[src/rtl/can_bt_pkg.sv]
package can_bt_pkg;

  localparam int unsigned BRP_W      = 10;
  localparam int unsigned SJW_W      = 2;
  localparam int unsigned TS1_W      = 4;
  localparam int unsigned TS2_W      = 3;

  localparam int unsigned BRP_LSB    = 0;
  localparam int unsigned SJW_LSB    = 14;
  localparam int unsigned TS1_LSB    = 16;
  localparam int unsigned TS2_LSB    = 20;
  localparam int unsigned TRIPLE_POS = 23;
  localparam int unsigned CFG_W      = 24;

  // phase 1 can grow by the jump width, so leave headroom above TS1_W
  localparam int unsigned QCNT_W     = TS1_W + 2;

  typedef enum logic [1:0] {
    SEG_SYNC = 2'd0,
    SEG_PH1  = 2'd1,
    SEG_PH2  = 2'd2
  } seg_e;

  typedef struct packed {
    logic             triple;
    logic [TS2_W-1:0] ph2_m1;
    logic [TS1_W-1:0] ph1_m1;
    logic [SJW_W-1:0] sjw_m1;
    logic [BRP_W-1:0] brp_m1;
  } bt_cfg_t;

  function automatic bt_cfg_t unpack_cfg(input logic [CFG_W-1:0] w);
    bt_cfg_t c;
    c.brp_m1 = w[BRP_LSB +: BRP_W];
    c.sjw_m1 = w[SJW_LSB +: SJW_W];
    c.ph1_m1 = w[TS1_LSB +: TS1_W];
    c.ph2_m1 = w[TS2_LSB +: TS2_W];
    c.triple = w[TRIPLE_POS];
    return c;
  endfunction

endpackage

[src/rtl/can_bt_prescaler.sv]
module can_bt_prescaler #(
  parameter int unsigned W = can_bt_pkg::BRP_W
) (
  input  logic         clk,
  input  logic         rst,
  input  logic         run,
  input  logic [W-1:0] brp_m1,
  output logic         tick_now,
  output logic         tick_q
);
  logic [W-1:0] div_cnt;

  assign tick_now = run && (div_cnt == brp_m1);

  always_ff @(posedge clk) begin
    if (rst || !run) begin
      div_cnt <= '0;
      tick_q  <= 1'b0;
    end else begin
      tick_q <= tick_now;
      if (tick_now) div_cnt <= '0;
      else          div_cnt <= div_cnt + 1'b1;
    end
  end
endmodule

[src/rtl/can_bt_edge.sv]
module can_bt_edge (
  input  logic clk,
  input  logic rst,
  input  logic run,
  input  logic tick,
  input  logic rx,
  output logic fall_now
);
  logic rx_prev;

  // edge = recessive at previous quantum boundary, dominant at this one
  assign fall_now = tick && rx_prev && !rx;

  always_ff @(posedge clk) begin
    if (rst || !run)  rx_prev <= 1'b1;
    else if (tick)    rx_prev <= rx;
  end
endmodule

[src/rtl/can_bt_sampler.sv]
module can_bt_sampler #(
  parameter int unsigned WIN = 3
) (
  input  logic clk,
  input  logic rst,
  input  logic run,
  input  logic tick,
  input  logic sample_now,
  input  logic rx,
  input  logic triple,
  output logic bit_q
);
  localparam int unsigned HW = WIN - 1;

  logic [HW-1:0]  hist;
  logic [WIN-1:0] window;
  logic           vote;

  assign window = {hist, rx};
  assign vote   = ($countones(window) > (WIN / 2));

  always_ff @(posedge clk) begin
    if (rst || !run) begin
      hist  <= '1;
      bit_q <= 1'b1;
    end else begin
      if (tick)       hist  <= window[HW-1:0];
      if (sample_now) bit_q <= triple ? vote : rx;
    end
  end
endmodule

[src/rtl/can_bt_seq.sv]
module can_bt_seq
  import can_bt_pkg::*;
#(
  parameter int unsigned P1_W = TS1_W,
  parameter int unsigned P2_W = TS2_W,
  parameter int unsigned J_W  = SJW_W,
  parameter int unsigned CW   = QCNT_W
) (
  input  logic            clk,
  input  logic            rst,
  input  logic            run,
  input  logic            tick,
  input  logic            fall,
  input  logic            hs_en,
  input  logic [P1_W-1:0] ph1_m1,
  input  logic [P2_W-1:0] ph2_m1,
  input  logic [J_W-1:0]  sjw_m1,
  output logic            sample_now,
  output logic            sample_q,
  output logic            tx_q
);
  localparam int unsigned LW = CW + 1;

  seg_e          seg;
  logic [LW-1:0] qcnt, ph1_add, ph2_sub;
  logic          rs_used;

  logic [LW-1:0] ph1_len, ph2_len, jw, qcnt_p1;
  logic [LW-1:0] add_new, sub_new, rem2, ph1_lim, ph2_lim;
  logic          hard, resync, ph1_end, ph2_end;

  always_comb begin
    ph1_len = LW'(ph1_m1) + LW'(1);
    ph2_len = LW'(ph2_m1) + LW'(1);
    jw      = LW'(sjw_m1) + LW'(1);
    qcnt_p1 = qcnt + LW'(1);
    hard    = fall && hs_en;
    resync  = fall && !hs_en && !rs_used;
    add_new = (qcnt_p1 < jw) ? qcnt_p1 : jw;
    rem2    = (ph2_len > qcnt_p1) ? (ph2_len - qcnt_p1) : '0;
    sub_new = (rem2 < jw) ? rem2 : jw;
    ph1_lim = ph1_len + ((resync && seg == SEG_PH1) ? add_new : ph1_add);
    ph2_lim = ph2_len - ((resync && seg == SEG_PH2) ? sub_new : ph2_sub);
    ph1_end = tick && !hard && (seg == SEG_PH1) && (qcnt_p1 >= ph1_lim);
    ph2_end = tick && !hard && (seg == SEG_PH2) && (qcnt_p1 >= ph2_lim);
  end

  assign sample_now = ph1_end;

  always_ff @(posedge clk) begin
    if (rst || !run) begin
      seg      <= SEG_SYNC;
      qcnt     <= '0;
      ph1_add  <= '0;
      ph2_sub  <= '0;
      rs_used  <= 1'b0;
      sample_q <= 1'b0;
      tx_q     <= 1'b0;
    end else begin
      sample_q <= ph1_end;
      tx_q     <= ph2_end;
      if (tick) begin
        if (hard) begin
          seg     <= SEG_PH1;
          qcnt    <= '0;
          ph1_add <= '0;
          ph2_sub <= '0;
          rs_used <= 1'b0;
        end else begin
          case (seg)
            SEG_SYNC: begin
              seg  <= SEG_PH1;
              qcnt <= '0;
            end
            SEG_PH1: begin
              if (resync) begin
                ph1_add <= add_new;
                rs_used <= 1'b1;
              end
              if (ph1_end) begin
                seg  <= SEG_PH2;
                qcnt <= '0;
              end else begin
                qcnt <= qcnt_p1;
              end
            end
            SEG_PH2: begin
              if (resync) begin
                ph2_sub <= sub_new;
                rs_used <= 1'b1;
              end
              if (ph2_end) begin
                seg     <= SEG_SYNC;
                qcnt    <= '0;
                ph1_add <= '0;
                ph2_sub <= '0;
                rs_used <= 1'b0;
              end else begin
                qcnt <= qcnt_p1;
              end
            end
            default: begin
              seg  <= SEG_SYNC;
              qcnt <= '0;
            end
          endcase
        end
      end
    end
  end
endmodule

[src/rtl/can_bittime_gen.sv]
module can_bittime_gen
  import can_bt_pkg::*;
#(
  parameter int unsigned VOTE_WIN = 3
) (
  input  logic             clk,
  input  logic             rst,
  input  logic             cfg_hold,
  input  logic [CFG_W-1:0] cfg_word,
  input  logic             hs_en,
  input  logic             rx_in,
  output logic             tq_tick,
  output logic             sample_strb,
  output logic             tx_strb,
  output logic             rx_bit
);
  bt_cfg_t          cfg_q;
  logic             run;
  logic             tick_now, fall_now, sample_now;
  logic [BRP_W-1:0] brp_cur;

  assign run     = !cfg_hold;
  assign brp_cur = cfg_q.brp_m1;

  // timing word is only taken while held idle
  always_ff @(posedge clk) begin
    if (rst)           cfg_q <= '0;
    else if (cfg_hold) cfg_q <= unpack_cfg(cfg_word);
  end

  can_bt_prescaler #(.W(BRP_W)) u_presc (
    .clk(clk), .rst(rst), .run(run), .brp_m1(brp_cur),
    .tick_now(tick_now), .tick_q(tq_tick)
  );

  can_bt_edge u_edge (
    .clk(clk), .rst(rst), .run(run), .tick(tick_now),
    .rx(rx_in), .fall_now(fall_now)
  );

  can_bt_seq #(.P1_W(TS1_W), .P2_W(TS2_W), .J_W(SJW_W), .CW(QCNT_W)) u_seq (
    .clk(clk), .rst(rst), .run(run), .tick(tick_now), .fall(fall_now),
    .hs_en(hs_en), .ph1_m1(cfg_q.ph1_m1), .ph2_m1(cfg_q.ph2_m1),
    .sjw_m1(cfg_q.sjw_m1), .sample_now(sample_now),
    .sample_q(sample_strb), .tx_q(tx_strb)
  );

  can_bt_sampler #(.WIN(VOTE_WIN)) u_samp (
    .clk(clk), .rst(rst), .run(run), .tick(tick_now),
    .sample_now(sample_now), .rx(rx_in), .triple(cfg_q.triple),
    .bit_q(rx_bit)
  );
endmodule

[config.mk]
export PLATFORM = sky130hd
export DESIGN_NAME = can_bittime_gen
export DESIGN_NICKNAME = d
export VERILOG_FILES = /design/src/rtl/can_bt_pkg.sv /design/src/rtl/can_bt_prescaler.sv /design/src/rtl/can_bt_edge.sv /design/src/rtl/can_bt_sampler.sv /design/src/rtl/can_bt_seq.sv /design/src/rtl/can_bittime_gen.sv
export SDC_FILE = /design/constraint.sdc
export NUM_CORES = 1
export LEC_CHECK = 0
export BUFFER_PORTS_ARGS = -buffer_cell sky130_fd_sc_hd__buf_2
export CAP_MARGIN = 10
export CORE_MARGIN = 1.5
export CORE_UTILIZATION = 60
export DETAILED_ROUTE_END_ITERATION = 16
export PLACE_DENSITY = 0.78
export SLEW_MARGIN = 20
export SYNTH_ARGS = -nofsm -noshare
export SYNTH_HDL_FRONTEND = slang
export SYNTH_SLANG_ARGS = --single-unit
[constraint.sdc]
create_clock -name clk -period 7.6 [get_ports clk]
set_clock_uncertainty 0.05 [all_clocks]
set_input_delay 1.52 -clock clk [delete_from_list [all_inputs] [get_ports clk]]
set_output_delay 1.52 -clock clk [all_outputs]
set_load 0.03 [all_outputs]
==> summary.txt <==
Run status
  – Status: completed

CTS
  – Setup Fix Bufs, Post-CTS: 0
  – Clk sinks: 60
  – CTS Buffer Depth: 2
  – Hold-fix buffers, CTS: 0
  – CTS tree: done
  – Clk_lat worst skew: 0.35 ns
  – H-Tree Depth: 3
  – CTS Buf Count: 9
  – Clk slew on worst S/H paths: 0.07 ns
  – Clock Tree Root: clkbuf_8

Worst setup path
  – Worst R2R Setup Slack: 0.62 ns
  – CP bufs+invs: 1
  – Startpoint types: flip-flop
  – Arr. time, crit path: 7.16 ns
  – Worst r2r src: u_seq.qcnt[1]
  – Critical path fanouts, max: 6
  – CP max-delay cell: dfxtp_1
  – CP max stage delay: 0.42 ns
  – CP most frequent cell: ha_1
  – Worst path required time: 7.78 ns
  – Top delay family on crit path: compound AO/OA/AOI/OAI gates
  – Crit Path Category: flip-flop to flip-flop
  – Reg-to-reg critical path endpoint: u_seq.seg[0]
  – Worst Setup End Kind: flip-flop
  – Worst Reg-to-Reg Cells: 30

Min path
  – Hold endpoint: u_seq.ph1_add[4]
  – Hold Crit Class: flip-flop to flip-flop
  – WHS Path Cells: 1
  – Worst min-delay path startpoint: u_seq.ph1_add[4]

Power
  – Leakage: 1.87 nW
  – Comb power frac: 15.3%
  – Switching share of power: 26.9%
  – Sw Pwr: 0.203 mW
  – Pwr dens: 179 mW/mm^2
  – Max rail drop VDD: 0.174 mV
  – Reg power frac: 43.5%
  – Clock power share: 41.2%
  – Int Pwr: 0.551 mW

Detailed routing
  – ANT nets after route: 0
  – Post-DR vias/cell: 5.80
  – WL/cell: 14.1 um
  – 1st-iter DRT viols: 208
  – Total wire length: 7.65 mm
  – Residual DRC: 0
  – Via count: 3,147
  – Router iterations before antenna repair: 4

GRT
  – GR Util met1: 32.7%
  – M2 GR Usage: 40.2%
  – Total track usage: 25.0%
  – Met3 usage: 4.95%
  – Initial antenna violation count: 0
  – Vias in the first global route: 2,932
  – First-pass GRT wire length: 13.1 mm
  – GRT Residual Overflow: 0
  – Pin count of the biggest net entering global routing: 24
  – Most used routing layer: met2

Timing
  – Setup TNS: 0 ns
  – RSZ-0062 raised after global routing: no
  – Final Hold Violating Endpoints: 0
  – Final Max Tran Viols: 0
  – Final period util: 91.8%
  – FMAX: 143 MHz
  – Least-Margin Pin Slew: 0.874 ns
  – Final Setup Violations: 0
  – Max transition margin: 41.5%
  – Tmin final: 6.98 ns

Final layout
  – Share of layout cells above drive strength 1: 14.1%
  – Register area: 0.00120 mm^2
  – Synthesis-to-finish area growth: 12.2%
  – Fin util: 70.4%
  – Area of the multi-input gates: 0.00246 mm^2
  – Layout fillers: 451
  – Antenna diodes: 0
  – Nets: 529

Die
  – Die footprint: 0.00675 mm^2
  – Die Span X: 82.2 um
  – Number of core rows: 28
  – Boundary pin count: 33
  – Die Ht: 82.2 um
  – CORE AREA: 0.00599 mm^2
  – Initial core utilization: 62.8%

Placement
  – Routability cong.: 0.886
  – Dpl hpwl: 5.87 mm
  – Buffers on Ports: 28

Synthesis
  – Netlist cell types: 66
  – Prevailing post-synth register cell: dfxtp_1
  – Mapped Area: 0.00376 mm^2
  – YS warnings: 0
  – Synthesized instance count: 430
  – Synth Register Bits: 60
  – Sequential share of the synthesized area: 31.9%
  – Syn_area_per_cell: 8.74 um^2
  – Syn Nets: 496
  – Ys async rst share: 0%
  – EDFF count, synth: 0

Flow run
  – Maxcap violations: 0
-- flip-flops by register name, summed over array words and instances, names as in the netlist --
name and cells:
u_samp.bit_q 1, brp_cur 10, u_seq.qcnt 7, cfg_q 10, u_seq.rs_used 1, u_presc.tick_q 1, u_seq.sample_q 1, u_seq.seg 2
u_samp.hist 2, u_seq.ph2_sub 7, u_seq.tx_q 1, u_seq.ph1_add 7, u_presc.div_cnt 10
-- cells by family (layout without fill, tap and decap cells) --
| group | Yosys count | in the layout | synth area share (%) |
|---|---|---|---|
| buffers and inverters | 30 | 68 | 3.03 |
| adders and majority gates | 38 | 38 | 13.0 |
| xor gates and xnor gates | 36 | 36 | 8.59 |
| AOI/OAI and AO/OA | 89 | 89 | 16.7 |
| muxes | 26 | 26 | 7.09 |
| and+or+nand+nor | 151 | 151 | 19.6 |
| DFF | 60 | 60 | 31.9 |
-- cells in the final DEF (no fill, tap or decap), drive strengths merged, types with 3 or more instances in the layout --
cell type,instances
o31ai,3
a21o,6
nor2b,6
clkbuf,12
or2,5
o2bb2ai,5
nand3,12
and4,3
inv,22
a22o,4
buf,31
xor2,20
xnor2,16
and2,12
dfxtp,60
o311ai,3
mux2i,24
ha,35
and3,6
nand2b,4
nand2,32
o22ai,3
a21oi,17
nor4,5
nor2,53
nor3,7
a32o,3
o211ai,3
o21ai,24
-- synthesized netlist by cell type (all sizes together) (6+ instances only) --
master / n / share of area, %
o21ai: 24 / 3.3
dfxtp: 60 / 32
xnor2: 16 / 3.7
and3: 6 / 1.1
nand2: 32 / 3.2
mux2i: 24 / 6.4
ha: 35 / 12
nor2: 53 / 5.4
xor2: 20 / 4.9
a21oi: 17 / 2.3
nor3: 7 / 1.1
clkbuf: 6 / 0.60
and2: 12 / 2.0
nor2b: 6 / 1.0
a21o: 6 / 1.2
inv: 21 / 2.1
nand3: 12 / 1.6
-- worst max-delay path by stage --
| stage | startpoint | end | cells after the start |
|---|---|---|---|
| final | u_seq.qcnt[1] | u_seq.seg[0] | 30 |
| after global routing | u_seq.qcnt[1] | u_seq.seg[0] | 31 |
| after CTS | u_seq.qcnt[0] | u_seq.ph2_sub[1] | 31 |
| after detailed placement | u_seq.qcnt[0] | u_seq.qcnt[4] | 30 |
| after global placement | u_seq.qcnt[0] | u_seq.qcnt[4] | 30 |
| after floorplan | u_seq.qcnt[0] | u_seq.seg[0] | 30 |
-- power groups by stage --
stage	sequential [mW]	combinational (mW)	clock, mW
floorplan	0.334	0.0882	0
global placement	0.335	0.109	0
detailed placement	0.335	0.114	0
CTS	0.328	0.114	0.315
global route	0.329	0.129	0.329
finish	0.328	0.115	0.310
-- per-layer routing --
| metal | wire, um | share of wire [%] |
|---|---|---|
| met5 | 0 | 0 |
| met4 | 146 | 1.9 |
| met3 | 367 | 4.8 |
| met2 | 3520 | 46 |
| met1 | 3610 | 47 |
-- timing repair --
action	CTS	global route
gates resized for setup	0	4
endpoints found under the hold margin	0	0
endpoints found under the setup margin	0	24
-- worst register-to-register path: cells and delay by family (launching register included) --
family                     cells  cell delay (ns)
AOI/OAI and AO/OA             12             2.23
xor gates and xnor gates       1             0.25
adders and majority gates      6             1.79
buffers and inverters          1             0.11
DFF                            1             0.42
muxes                          1             0.29
and+or+nand+nor                9             1.76
-- metrics by stage --
stage | std cells | power (mW) | worst slack (ns) | hold slack [ns] | area, um^2
2_1_floorplan | 430 | 0.422 | 1.24 | 0.371 | 3760
3_3_place_gp | 527 | 0.444 | 0.585 | 0.383 | 3980
3_5_place_dp | 527 | 0.449 | 0.428 | 0.387 | 3980
4_1_cts | 543 | 0.758 | 0.414 | 0.409 | 4200
5_1_grt | 543 | 0.786 | 0.0301 | 0.419 | 4220
6_report | 543 | 0.753 | 0.620 | 0.401 | 4220
-- cell type report --
class,instances,area share (%)
inverters,21,1.87
clock inverters,4,1.31
repair buffers,31,3.86
flip-flops and latches,60,28.5
clock buffers,12,3.92
multi-input cells,340,58.3
well taps,75,2.22
Note: power is estimated with default switching activity, not from simulation.
